<file path="config.mk">
export PLATFORM = sky130hd
export DESIGN_NAME = skew_probe_top
export DESIGN_NICKNAME = d
export VERILOG_FILES = /design/src/rtl/skew_pkg.sv /design/src/rtl/skew_rst_sync.sv /design/src/rtl/skew_sync.sv /design/src/rtl/skew_pair.sv /design/src/rtl/skew_probe_top.sv
export SDC_FILE = /design/constraint.sdc
export NUM_CORES = 1
export LEC_CHECK = 0
export BUFFER_PORTS_ARGS = -buffer_cell sky130_fd_sc_hd__buf_2
export CORE_UTILIZATION = 58
export CTS_BUF_LIST = sky130_fd_sc_hd__clkbuf_4 sky130_fd_sc_hd__clkbuf_8
export CTS_CLUSTER_DIAMETER = 80
export DETAILED_ROUTE_END_ITERATION = 8
export PLACE_DENSITY = 0.8
export SETUP_SLACK_MARGIN = 0.5
export SYNTH_ARGS = -nofsm -noshare
export SYNTH_HDL_FRONTEND = slang
export SYNTH_SLANG_ARGS = --single-unit
</file>
<file path="constraint.sdc">
create_clock -name clk -period 0.99 [get_ports clk]
set_input_delay 0 -clock clk [delete_from_list [all_inputs] [get_ports clk]]
set_output_delay 0 -clock clk [all_outputs]
set_load 0.005 [all_outputs]
</file>
<file path="src/rtl/skew_pkg.sv">
package skew_pkg;
  // Which side of a pair rose first; idle when no measurement is open.
  typedef enum logic [1:0] {
    PR_IDLE   = 2'd0,
    PR_A_LEAD = 2'd1,
    PR_B_LEAD = 2'd2
  } pair_state_e;
endpackage

</file>
<file path="src/rtl/skew_rst_sync.sv">
module skew_rst_sync #(
  parameter int STAGES = 2
) (
  input  logic clk,
  input  logic arst_n,
  output logic rst_n_o
);
  logic [STAGES-1:0] chain_q;
  logic [STAGES-1:0] chain_d;

  always_comb begin
    chain_d = {chain_q[STAGES-2:0], 1'b1};
  end

  always_ff @(posedge clk or negedge arst_n) begin
    if (!arst_n) chain_q <= '0;
    else         chain_q <= chain_d;
  end

  assign rst_n_o = chain_q[STAGES-1];
endmodule

</file>
<file path="src/rtl/skew_sync.sv">
module skew_sync #(
  parameter int WIDTH  = 6,
  parameter int STAGES = 2
) (
  input  logic             clk,
  input  logic             rst_n,
  input  logic [WIDTH-1:0] d,
  output logic [WIDTH-1:0] q
);
  logic [WIDTH-1:0] pipe_q [STAGES];

  genvar s;
  generate
    for (s = 0; s < STAGES; s++) begin : g_stage
      logic [WIDTH-1:0] stage_d;
      if (s == 0) begin : g_first
        always_comb stage_d = d;
      end else begin : g_rest
        always_comb stage_d = pipe_q[s-1];
      end
      always_ff @(posedge clk or negedge rst_n) begin
        if (!rst_n) pipe_q[s] <= '0;
        else        pipe_q[s] <= stage_d;
      end
    end
  endgenerate

  assign q = pipe_q[STAGES-1];
endmodule

</file>
<file path="src/rtl/skew_pair.sv">
module skew_pair
  import skew_pkg::*;
(
  input  logic clk,
  input  logic rst_n,
  input  logic flush,
  input  logic enable,
  input  logic a_lvl,
  input  logic b_lvl,
  output logic act,
  output logic pos
);
  pair_state_e state_q, state_d;
  logic a_q, b_q;
  logic rise_a, rise_b;

  // Previous levels are always loaded, including during a flush, so that
  // levels already high under a newly selected mode never look like edges.
  always_ff @(posedge clk or negedge rst_n) begin
    if (!rst_n) begin
      a_q <= 1'b0;
      b_q <= 1'b0;
    end else begin
      a_q <= a_lvl;
      b_q <= b_lvl;
    end
  end

  assign rise_a = a_lvl & ~a_q;
  assign rise_b = b_lvl & ~b_q;

  always_comb begin
    state_d = state_q;
    if (flush || !enable) begin
      state_d = PR_IDLE;
    end else begin
      unique case (state_q)
        PR_IDLE: begin
          if (rise_a && !rise_b)      state_d = PR_A_LEAD;
          else if (rise_b && !rise_a) state_d = PR_B_LEAD;
        end
        PR_A_LEAD: if (rise_b || !a_lvl) state_d = PR_IDLE;
        PR_B_LEAD: if (rise_a || !b_lvl) state_d = PR_IDLE;
        default:   state_d = PR_IDLE;
      endcase
    end
  end

  always_ff @(posedge clk or negedge rst_n) begin
    if (!rst_n) state_q <= PR_IDLE;
    else        state_q <= state_d;
  end

  assign act = (state_q != PR_IDLE);
  assign pos = (state_q == PR_A_LEAD);
endmodule

</file>
<file path="src/rtl/skew_probe_top.sv">
module skew_probe_top #(
  parameter int NCH         = 3,
  parameter int SYNC_STAGES = 2,
  parameter int RST_STAGES  = 2,
  parameter int LEVEL_CH    = 1
) (
  input  logic           clk,
  input  logic           rst_n,
  input  logic           test_mode,
  input  logic [NCH-1:0] ch_in,
  input  logic [NCH-1:0] ch_dly,
  output logic [NCH-1:0] probe_act,
  output logic [NCH-1:0] probe_pos
);
  localparam int SW = 2 * NCH;

  logic          rst_i;
  logic [SW-1:0] raw_bus, sync_bus;
  logic [NCH-1:0] in_s, dly_s;
  logic          mode_q, mode_d;
  logic          flush;

  skew_rst_sync #(.STAGES(RST_STAGES)) u_rst (
    .clk     (clk),
    .arst_n  (rst_n),
    .rst_n_o (rst_i)
  );

  assign raw_bus = {ch_dly, ch_in};

  skew_sync #(.WIDTH(SW), .STAGES(SYNC_STAGES)) u_sync (
    .clk   (clk),
    .rst_n (rst_i),
    .d     (raw_bus),
    .q     (sync_bus)
  );

  assign in_s  = sync_bus[NCH-1:0];
  assign dly_s = sync_bus[SW-1:NCH];

  // Mode history: a difference between the live and last mode is a flush.
  always_comb mode_d = test_mode;

  always_ff @(posedge clk or negedge rst_i) begin
    if (!rst_i) mode_q <= 1'b0;
    else        mode_q <= mode_d;
  end

  assign flush = test_mode ^ mode_q;

  genvar i;
  generate
    for (i = 0; i < NCH; i++) begin : g_probe
      localparam int PARTNER = (i + 1) % NCH;
      logic a_sel, b_sel, en;

      always_comb begin
        a_sel = test_mode ? in_s[i]  : dly_s[i];
        b_sel = test_mode ? dly_s[i] : dly_s[PARTNER];
      end

      if (i == LEVEL_CH) begin : g_level
        assign en = ~test_mode;
      end else begin : g_meas
        assign en = 1'b1;
      end

      skew_pair u_pair (
        .clk    (clk),
        .rst_n  (rst_i),
        .flush  (flush),
        .enable (en),
        .a_lvl  (a_sel),
        .b_lvl  (b_sel),
        .act    (probe_act[i]),
        .pos    (probe_pos[i])
      );
    end
  endgenerate
endmodule

</file>
==> results_dict.tcl, run 1 <==
set metrics [dict create \
    die_x_um 46.1 \
    ys_warn_count 0 \
    io_pins 15 \
    synth_edf_count 0 \
    synth.cells.most_frequent "dfrtp_1, inv_1, buf_4" \
    grt_antenna_before_repair 0 \
    worst-ep-kind "register data pin" \
    mappedNetlistArea_mm2 0.00113 \
    io_buffer_count 14 \
    yosysTopAreaCell "dfrtp_1" \
    async_flop_share_pct 100 \
    synth_cells 84 \
    outcome "stopped before the end" \
    synth_nets 95 \
    start_util_pct 63.3 \
    ys.flop_type "dfrtp_1" \
    cts_root_buf "clkbuf_4" \
    lastStage "global routing (5_1_grt)" \
    clock-sinks 27 \
    syn-mean-instance-area_um2 13.4 \
    numCtsBuffers 3 \
    yosysMostFrequentCell "dfrtp_1" \
    ys_top_cells_by_area "dfrtp_1, a2111oi_4, buf_4" \
    ys_ff_latch 27 \
    synth_seq_area_share_pct 59.9 \
    ys_types 25 \
    htreeDepth 1 \
    synth_top_area_share_pct 59.9 \
    fp-row-count 15 \
    place.gp.congestion 0.750 \
    tool.error "[ERROR DPL-0033] detailed placement checks failed during check placement." \
    die_height_um 46.1 \
    clockBufferDepth 2 \
    postGrtWorstEndpoint "g_probe[1].u_pair.state_q[1]$_DFFE_PN0P_/D" \
    hpwl_mm 1.49 \
    grt_start_max_net_pins 15 \
]
==> stage by stage <==
step	setup slack [ps]	hold slack, ps	std cells	instance area, um^2
4_1_cts	-602	-38.8	153	1590
3_5_place_dp	-602	-215	131	1320
3_3_place_gp	-555	-216	131	1320
2_1_floorplan	-532	-296	84	1170
==> timing repair <==
item / 4_1_cts
gates cloned: 0
gates resized for setup: 24
endpoints found under the setup margin: 22
hold endpoints to repair: 9
hold buffers: 7
setup buffers: 11
pin swaps: 8
==> kinds of logic after synthesis <==
group	after synthesis	share of synthesized area (%)
DFF	27	59.9
AOI/OAI and AO/OA	16	15.4
buffers and inverters	16	7.98
and+or+nand+nor	16	7.76
muxes	6	6.43
adders and majority gates	2	2.22
other	1	0.332
==> run 2: changes to the inputs <==
--- a/config.mk
+++ b/config.mk
@@ -6,12 +6,10 @@
 export NUM_CORES = 1
 export LEC_CHECK = 0
 export BUFFER_PORTS_ARGS = -buffer_cell sky130_fd_sc_hd__buf_2
-export CORE_UTILIZATION = 58
-export CTS_BUF_LIST = sky130_fd_sc_hd__clkbuf_4 sky130_fd_sc_hd__clkbuf_8
-export CTS_CLUSTER_DIAMETER = 80
+export CORE_AREA = 2 2 63 65
 export DETAILED_ROUTE_END_ITERATION = 8
-export PLACE_DENSITY = 0.8
-export SETUP_SLACK_MARGIN = 0.5
+export DIE_AREA = 0 0 65 67
+export PLACE_DENSITY_LB_ADDON = 0.15
 export SYNTH_ARGS = -nofsm -noshare
 export SYNTH_HDL_FRONTEND = slang
 export SYNTH_SLANG_ARGS = --single-unit
==> run 2 against run 1 <==
The flow now finishes, with violations (negative setup slack). Synthesized cell count is the same. Synthesized area unchanged.
==> results_dict.tcl, run 2 <==
set metrics [dict create \
    first_global_vias 847 \
    async_flop_share_pct 100 \
    timing.final.crit_share_pct 159 \
    clock_power_share_pct 26.5 \
    antennaDiodeCount 0 \
    placed_cell_area_mm2 0.00138 \
    fin_area_mm2 0.00168 \
    period_minus_slack_ps 1570 \
    synth.cells.most_frequent "dfrtp_1, inv_1, buf_4" \
    io_pins 15 \
    clockBufferDepth 2 \
    gr-total-overflow 0 \
    fp-row-count 22 \
    cts_root_buf "clkbuf_8" \
    wire_per_inst_um 11.2 \
    holdCritPathClass "primary input to asynchronous set/reset pin" \
    die_height_um 67 \
    synth_nets 95 \
    io_buffer_count 14 \
    cpLargestDelayFamily "compound AO/OA/AOI/OAI gates" \
    final_cell_mix "dfrtp_1, buf_4, buf_6, buf_2" \
    setup_viol 12 \
    crit_slowest_cell "dfrtp_1" \
    ys.flop_type "dfrtp_1" \
    synth_cells 84 \
    fmax_mhz 637 \
    area_growth_pct 48.9 \
    ys_warn_count 0 \
    numCtsBuffers 3 \
    drc_errors 0 \
    worst_setup_path_end_kind "flop" \
    p_leak_nw 0.794 \
    outcome "finished with violations" \
    die_x_um 65 \
    p_sw_mw 0.548 \
    ys_types 25 \
    die-area_mm2 0.00436 \
    path_clk_slew_ps 90 \
    first_pass_iters 4 \
    hpwl_mm 1.30 \
    place_ws_ps -576 \
    mappedNetlistArea_mm2 0.00113 \
    via_per_inst 4.25 \
    cts_tree "yes" \
    max_cap_viol_count 0 \
    path_buf_inv 1 \
    synth_seq_area_share_pct 59.9 \
    grt_antenna_before_repair 0 \
    worstPathMaxFanout 5 \
    layout_commonest_cell "dfrtp_1" \
    p_per_area_mw_per_mm2 1350 \
    drive_above_1_share_pct 51.1 \
    grt_start_max_net_pins 20 \
    vias 769 \
    yosysMostFrequentCell "dfrtp_1" \
    violations "negative setup slack" \
    grtUsageTotal_pct 11.0 \
    drv_slew 0 \
    ys_top_cells_by_area "dfrtp_1, a2111oi_4, buf_4" \
    slowest_delay_ps 390 \
    clkLatencyLatePin_ps 270 \
    netSwitchingFraction_pct 24.1 \
    place.gp.congestion 0.748 \
    wl_mm 2.02 \
    required_ps 1180 \
    synth_top_area_share_pct 59.9 \
    power_frac_seq_pct 52.9 \
    yosysTopAreaCell "dfrtp_1" \
    htreeDepth 1 \
    fin_ws_ps -579 \
    nets 145 \
    critPathArrivalTime_ps 1760 \
    path_class "flop to flop" \
    startpoint_type "flop" \
    clock-sinks 27 \
    cp_cell_sequence "buf_6 -> mux2_4 -> a2111oi_4 -> o221ai_1 -> a21oi_1" \
    power_frac_comb_pct 20.6 \
    start_util_pct 31.3 \
    fin_skew_ps 6.29 \
    coreArea_mm2 0.00361 \
    syn-mean-instance-area_um2 13.4 \
    ys_ff_latch 27 \
    drtIter0Drc 10 \
    peakVddDrop_uv 724 \
    synth_edf_count 0 \
    internal_power_mw 1.73 \
    rsz0062_at_grt "true" \
    grt_pass1_wl_mm 3.63 \
    ant_nets 0 \
    timing.final.hold_violations 0 \
]
-- run 2: cell counts after synthesis --
No cell type changed its count.
-- run 2: layer usage --
layer	share of wire, %	global-route usage (%)
met2	54	21.3
met5	0	0
met3	3.1	2.03
met4	0.69	3.99
met1	42	11.8
-- run 2: path summary, 6_finish.rpt --
check	depth (start not counted)	to	from	slack (ps)
worst max-delay path	5	g_probe[2].u_pair.state_q[1]$_DFFE_PN0P_	u_sync.q[5]$_DFF_PN0_	-580
worst min-delay path	2	u_rst.chain_q[0]$_DFF_PN0_	rst_n	50
worst max register to register	5	g_probe[2].u_pair.state_q[1]$_DFFE_PN0P_	u_sync.q[5]$_DFF_PN0_	-580
worst min register to register	0	u_sync.g_stage[1].stage_d[5]$_DFF_PN0_	u_rst.chain_q[1]$_DFF_PN0_	130
max in group asynchronous	1	g_probe[0].u_pair.a_q$_DFF_PN0_	u_rst.chain_q[1]$_DFF_PN0_	460
min in group clk	2	mode_q$_DFF_PN0_	test_mode	50
-- run 2: per-stage QoR --
step	hold slack, ps	util, %	cells	total power, mW	setup TNS, ps
CTS	33.1	45.7	179	2.29	-3640
global placement	-216	38.3	158	1.56	-2710
global route	38.6	46.6	181	2.43	-4690
finish	46.2	46.6	181	2.28	-3860
detailed placement	-211	38.3	158	1.56	-2730
floorplan	-296	-	84	1.43	-2030
-- run 2: final cells by class --
class / instances / area, um^2
well taps: 48 / 60.1
fillers: 340 / 1930
inverters: 9 / 33.8
clock inverters: 1 / 5.00
flip-flops and latches: 27 / 676
clock buffers: 3 / 41.3
multi-input cells: 41 / 427
repair buffers: 52 / 438
-- run 2: kinds of logic after synthesis --
logic type | synth area share, %
other | 0.332
AO/OA/AOI/OAI | 15.4
multiplexers | 6.43
buffers and inverters | 7.98
AND/OR/NAND/NOR | 7.76
adder cells (fa/ha/maj) | 2.22
flip-flops | 59.9
-- run 2: what timing repair did --
| item | 4_1_cts | 5_1_grt |
|---|---|---|
| hold buffers | 7 | 0 |
| endpoints found under the hold margin | 8 | 0 |
| gates resized for setup | 19 | 5 |
| pin swaps | 8 | 3 |
| setup buffers | 10 | 2 |
| endpoints found under the setup margin | 12 | 13 |
| gates cloned | 0 | 0 |
-- run 2: power by group through the flow --
stage / clock [mW] / combinational [mW] / sequential, mW
2_1_floorplan: 0 / 0.195 / 1.24
3_3_place_gp: 0 / 0.332 / 1.23
3_5_place_dp: 0 / 0.335 / 1.23
4_1_cts: 0.638 / 0.448 / 1.20
5_1_grt: 0.703 / 0.511 / 1.21
6_report: 0.603 / 0.468 / 1.20
No activity file was read; power rests on OpenSTA's default activity.
==> run 3: changes to the inputs <==
--- a/config.mk
+++ b/config.mk
@@ -6,9 +6,10 @@
 export NUM_CORES = 1
 export LEC_CHECK = 0
 export BUFFER_PORTS_ARGS = -buffer_cell sky130_fd_sc_hd__buf_2
-export CORE_AREA = 2 2 63 65
+export CORE_AREA = 3 3 64 66
 export DETAILED_ROUTE_END_ITERATION = 8
-export DIE_AREA = 0 0 65 67
+export DIE_AREA = 0 0 67 69
+export HOLD_SLACK_MARGIN = 0.08
 export PLACE_DENSITY_LB_ADDON = 0.15
 export SYNTH_ARGS = -nofsm -noshare
 export SYNTH_HDL_FRONTEND = slang
==> constraint.sdc (replaced) <==
create_clock -name clk -period 2 [get_ports clk]
set_input_delay 0 -clock clk [delete_from_list [all_inputs] [get_ports clk]]
set_output_delay 0 -clock clk [all_outputs]
set_load 0.005 [all_outputs]
==> run 3 against run 2 <==
The flow now finishes without violations. Global-route usage down 2.9 points. Sequential power down 50%. Hold slack better by 180 ps. Critical endpoint is now g_probe[1].u_pair.state_q[1]$_DFFE_PN0P_. Clock-buffer cell count unchanged. Largest cell class unchanged. Via count down 12%. Combinational power down 73%.
==> results_dict.tcl, run 3 (same netlist as run 2, synthesis figures left out) <==
set metrics [dict create \
    tightestPinTransition_ps 555 \
    via_per_inst 4.40 \
    wire_per_inst_um 10.8 \
    numCtsBuffers 3 \
    nets 117 \
    clkLatencyLatePin_ps 270 \
    fp-row-count 22 \
    antennaDiodeCount 0 \
    gr-total-overflow 0 \
    hold-worst-slack_ps 223 \
    worst_setup_path_end_kind "flop" \
    io_buffer_count 14 \
    vias 673 \
    slowest_delay_ps 520 \
    setup_viol 0 \
    grt_pass1_wl_mm 2.86 \
    dp.cells 140 \
    hpwl_mm 1.15 \
    critPathArrivalTime_ps 2050 \
    start_util_pct 31.1 \
    r2r-start "u_sync.q[4]$_DFF_PN0_" \
    worstPathMaxFanout 8 \
    stdcell_count 153 \
    peakVddDrop_uv 371 \
    fin_setup_tns_ps 0 \
    fmax_mhz 537 \
    grt_antenna_before_repair 0 \
    fin_skew_ps 0.537 \
    rr_worst_depth 5 \
    timing.final.crit_share_pct 93.1 \
    max_cap_viol_count 0 \
    outcome "completed" \
    period_minus_slack_ps 1860 \
    place.gp.congestion 0.745 \
    rsz0062_at_grt "false" \
    slew_headroom_pct 61.9 \
    clockBufferDepth 2 \
    layout_commonest_cell "dfrtp_1" \
    cts_root_buf "clkbuf_8" \
    die_x_um 67 \
    r2r-end "g_probe[1].u_pair.state_q[1]$_DFFE_PN0P_" \
    io_pins 15 \
    p_leak_nw 0.620 \
    post_cts_buffers 0 \
    first_global_vias 655 \
    required_ps 2190 \
    grt_start_max_net_pins 26 \
    area_growth_pct 19.5 \
    htreeDepth 1 \
    drv_slew 0 \
    drc_errors 0 \
    path_clk_slew_ps 90 \
    startpoint_type "primary input" \
    crit_slowest_cell "dlygate4sd3_1" \
    fin_area_mm2 0.00135 \
    first_pass_iters 4 \
    wl_mm 1.65 \
    cp_cell_sequence "dlygate4sd3_1 -> clkbuf_4 -> mux2_2 -> nor2b_1 -> ha_1 -> o32a_1 -> nor3b_1" \
    die_height_um 69 \
    ant_nets 0 \
    drive_above_1_share_pct 26.7 \
    final_cell_mix "dfrtp_1, buf_2, inv_1, dlygate4sd3_1, nor3_1" \
    holdCritPathClass "flop to asynchronous set/reset pin" \
    totalPowerFinal_mw 1.03 \
    p_per_area_mw_per_mm2 761 \
    drtIter0Drc 41 \
    die-area_mm2 0.00462 \
    path_class "primary input to flop" \
    timing.final.hold_violations 0 \
    clock-sinks 27 \
    r2r_setup_slack_ps 270 \
    grtUsageTotal_pct 8.09 \
    placed_cell_area_mm2 0.00121 \
    coreArea_mm2 0.00363 \
    cts_tree "yes" \
]
==> run 3: changes by cell type in the layout (fill, tap and decap cells not counted), moves of 2 or more <==
| cell | before | now |
|---|---|---|
| nor2_1 | 1 | 3 |
| a211oi_1 | 0 | 2 |
| inv_2 | 2 | 0 |
| dlygate4sd3_1 | 7 | 9 |
| buf_4 | 21 | 1 |
| buf_2 | 11 | 13 |
| or2_4 | 3 | 0 |
| a211oi_2 | 2 | 0 |
| buf_6 | 12 | 0 |
| inv_1 | 7 | 9 |
| or2_2 | 0 | 3 |
==> run 3: where the power goes <==
group	total, mW	internal (mW)	switching [mW]
logic	0.128	0.0643	0.0642
registers	0.598	0.577	0.0209
clock network	0.300	0.139	0.161
==> run 3: what timing repair did <==
action	CTS	global route
hold buffers	9	0
setup endpoints to repair	0	1
endpoints found under the hold margin	9	0
gates resized for setup	0	1
==> run 3: how the worst max path moves through the flow <==
stage | from | endpoint | slack, ps
floorplan | u_sync.q[4]$_DFF_PN0_ | g_probe[1].u_pair.state_q[1]$_DFFE_PN0P_ | 380
global placement | u_sync.q[4]$_DFF_PN0_ | g_probe[1].u_pair.state_q[1]$_DFFE_PN0P_ | 340
detailed placement | u_sync.q[4]$_DFF_PN0_ | g_probe[1].u_pair.state_q[1]$_DFFE_PN0P_ | 300
CTS | test_mode | g_probe[1].u_pair.state_q[1]$_DFFE_PN0P_ | 100
global route | test_mode | g_probe[1].u_pair.state_q[1]$_DFFE_PN0P_ | 30
finish | test_mode | g_probe[1].u_pair.state_q[1]$_DFFE_PN0P_ | 140
==> run 3: cell type report <==
| class | instances | area (um^2) |
|---|---|---|
| timing repair buffer | 24 | 170 |
| inverter | 9 | 33.8 |
| fill | 356 | 2280 |
| multi-input combinational | 41 | 363 |
| clock inverter | 1 | 5.00 |
| sequential | 27 | 676 |
| tap | 48 | 60.1 |
| clock buffer | 3 | 41.3 |
==> run 3: metrics by stage <==
stage	setup slack, ps	util, %
2_1_floorplan	379	-
3_3_place_gp	337	33.3
3_5_place_dp	300	33.3
4_1_cts	100	37.1
5_1_grt	27.4	37.1
6_report	138	37.1
==> run 3: layer usage <==
layer	global-route usage, %	up-vias	share of wire (%)
li1	-	332	-
met3	1.95	5	5.7
met2	12.8	20	47
met4	4.73	0	2.7
met5	0	-	0
met1	9.78	316	45
==> run 3: critical path, delay by kind of cell <==
family	cells	cell delay, ps
mux	1	370
fa+ha+maj	1	290
buf+inv	2	710
simple gates	2	320
compound gates	1	360
==> run 4: changes to the inputs <==
==> constraint.sdc (replaced) <==
create_clock -name clk -period 2 [get_ports clk]
set_input_delay 0.4 -clock clk [delete_from_list [all_inputs] [get_ports clk]]
set_output_delay 0.4 -clock clk [all_outputs]
set_load 0.005 [all_outputs]
==> run 4 against run 3 <==
Clock power about the same. Global-route usage up 0.13 points. Sequential cell count unchanged. Clock-buffer cell count unchanged. Die area unchanged. Fmax up 6.5%. Non-clock buffer count down 6. Critical path depth down 2. Clock skew up 3.1 ps. Combinational power down 6%. Wire length down 0.18%. Critical path type is now flop to flop. Critical endpoint unchanged.
==> results_dict.tcl, run 4 (same netlist as run 2, synthesis figures left out) <==
set metrics [dict create \
    numCtsBuffers 3 \
    io_pins 15 \
    grt_pass1_wl_mm 2.94 \
    p_per_area_mw_per_mm2 792 \
    p_leak_nw 0.595 \
    startpoint_type "flop" \
    drtIter0Drc 6 \
    critPathArrivalTime_ps 1930 \
    period_minus_slack_ps 1750 \
    tightestPinTransition_ps 526 \
    grt_start_max_net_pins 26 \
    coreArea_mm2 0.00363 \
    fmax_mhz 572 \
    clock-sinks 27 \
    wire_per_inst_um 11.2 \
    vias 661 \
    io_buffer_count 14 \
    peakVddDrop_uv 427 \
    antennaDiodeCount 0 \
    fp-row-count 22 \
    slew_headroom_pct 64.0 \
    path_clk_slew_ps 90 \
    htreeDepth 1 \
    dp.cells 142 \
    cts_tree "yes" \
    layout_commonest_cell "dfrtp_1" \
    required_ps 2180 \
    timing.final.crit_share_pct 87.4 \
    setup_viol 0 \
    fin_setup_tns_ps 0 \
    timing.final.hold_violations 0 \
    nFillCells 383 \
    wl_mm 1.64 \
    rsz0062_at_grt "false" \
    die_height_um 69 \
    outcome "completed" \
    place.gp.congestion 0.652 \
    area_growth_pct 13.5 \
    via_per_inst 4.50 \
    hpwl_mm 1.21 \
    cts_root_buf "clkbuf_8" \
    final_cell_mix "dfrtp_1, buf_2, inv_1, nor3_1" \
    max_cap_viol_count 0 \
    worst_setup_path_end_kind "flop" \
    final_util_pct 35.3 \
    clkLatencyLatePin_ps 260 \
    stdcell_count 147 \
    first_pass_iters 2 \
    first_global_vias 663 \
    clockBufferDepth 2 \
    ant_nets 0 \
    grt_antenna_before_repair 0 \
    drc_errors 0 \
    start_util_pct 31.1 \
    die_x_um 67 \
    holdCritPathClass "flop to asynchronous set/reset pin" \
    drv_slew 0 \
    path_class "flop to flop" \
    post_cts_buffers 0 \
    grtUsageTotal_pct 8.22 \
    fin_skew_ps 3.60 \
    worstPathMaxFanout 3 \
    die-area_mm2 0.00462 \
    drive_above_1_share_pct 30.3 \
    nets 111 \
    gr-total-overflow 0 \
]
[run 4: changes by cell type in the layout (fill, tap and decap cells not counted)]
cell	delta
dlygate4sd3_1	-8
buf_4	+2
buf_2	+1
clkbuf_4	-1
[run 4: stage by stage]
| stage | hold slack [ps] | instance area [um^2] | total power [mW] | worst slack (ps) |
|---|---|---|---|---|
| 3_3_place_gp | 185 | 1220 | 0.726 | 131 |
| 3_5_place_dp | 188 | 1220 | 0.730 | 73.3 |
| 2_1_floorplan | 104 | 1130 | 0.702 | 158 |
| 5_1_grt | 211 | 1280 | 1.08 | 112 |
| 6_report | 232 | 1280 | 1.02 | 252 |
| 4_1_cts | 220 | 1280 | 1.04 | 237 |
[run 4: final timing paths]
| kind | startpoint | end | slack, ps | cells after the start |
|---|---|---|---|---|
| max reg2reg | u_sync.q[4]$_DFF_PN0_ | g_probe[1].u_pair.state_q[1]$_DFFE_PN0P_ | 250 | 5 |
| max in group asynchronous | rst_n | u_rst.chain_q[1]$_DFF_PN0_ | 1470 | 2 |
| max | u_sync.q[4]$_DFF_PN0_ | g_probe[1].u_pair.state_q[1]$_DFFE_PN0P_ | 250 | 5 |
| min | u_rst.chain_q[1]$_DFF_PN0_ | u_sync.g_stage[1].stage_d[0]$_DFF_PN0_ | 230 | 1 |
| min reg2reg | u_rst.chain_q[1]$_DFF_PN0_ | u_sync.g_stage[1].stage_d[0]$_DFF_PN0_ | 230 | 1 |
| min in group clk | ch_dly[1] | u_sync.g_stage[1].stage_d[4]$_DFF_PN0_ | 230 | 1 |
[run 4: layout make-up]
type	count	area [um^2]	area share [%]
clock inverter	1	5.00	0.391
timing repair buffer	18	103	8.01
sequential	27	676	52.7
inverter	9	33.8	2.64
clock buffer	3	41.3	3.22
multi-input combinational	41	363	28.3
tap	48	60.1	4.69
[run 4: repair_timing]
action	4_1_cts	5_1_grt
endpoints found under the setup margin	0	0
hold buffers	1	0
hold endpoints to repair	2	0
resized for setup	0	0
[run 4: critical path, cell delays in order (launching register included)]
cell	delay, ps
dfrtp_1	400
mux2_2	290
nor2b_1	150
ha_1	280
o32a_1	350
nor3b_1	190
[run 4: report_power, final]
part,switching (mW),internal (mW),total [mW]
Combinational,0.0634,0.0567,0.120
Sequential,0.0208,0.577,0.598
Clock,0.159,0.139,0.298
[run 4: metal layers]
| metal | vias to the layer above | part of all wire, % | global-route usage (%) |
|---|---|---|---|
| met5 | - | 0 | 0 |
| met4 | 0 | 0.97 | 4.05 |
| met3 | 2 | 5.0 | 1.95 |
| met2 | 14 | 48 | 12.3 |
| met1 | 323 | 46 | 10.9 |
| li1 | 322 | - | - |
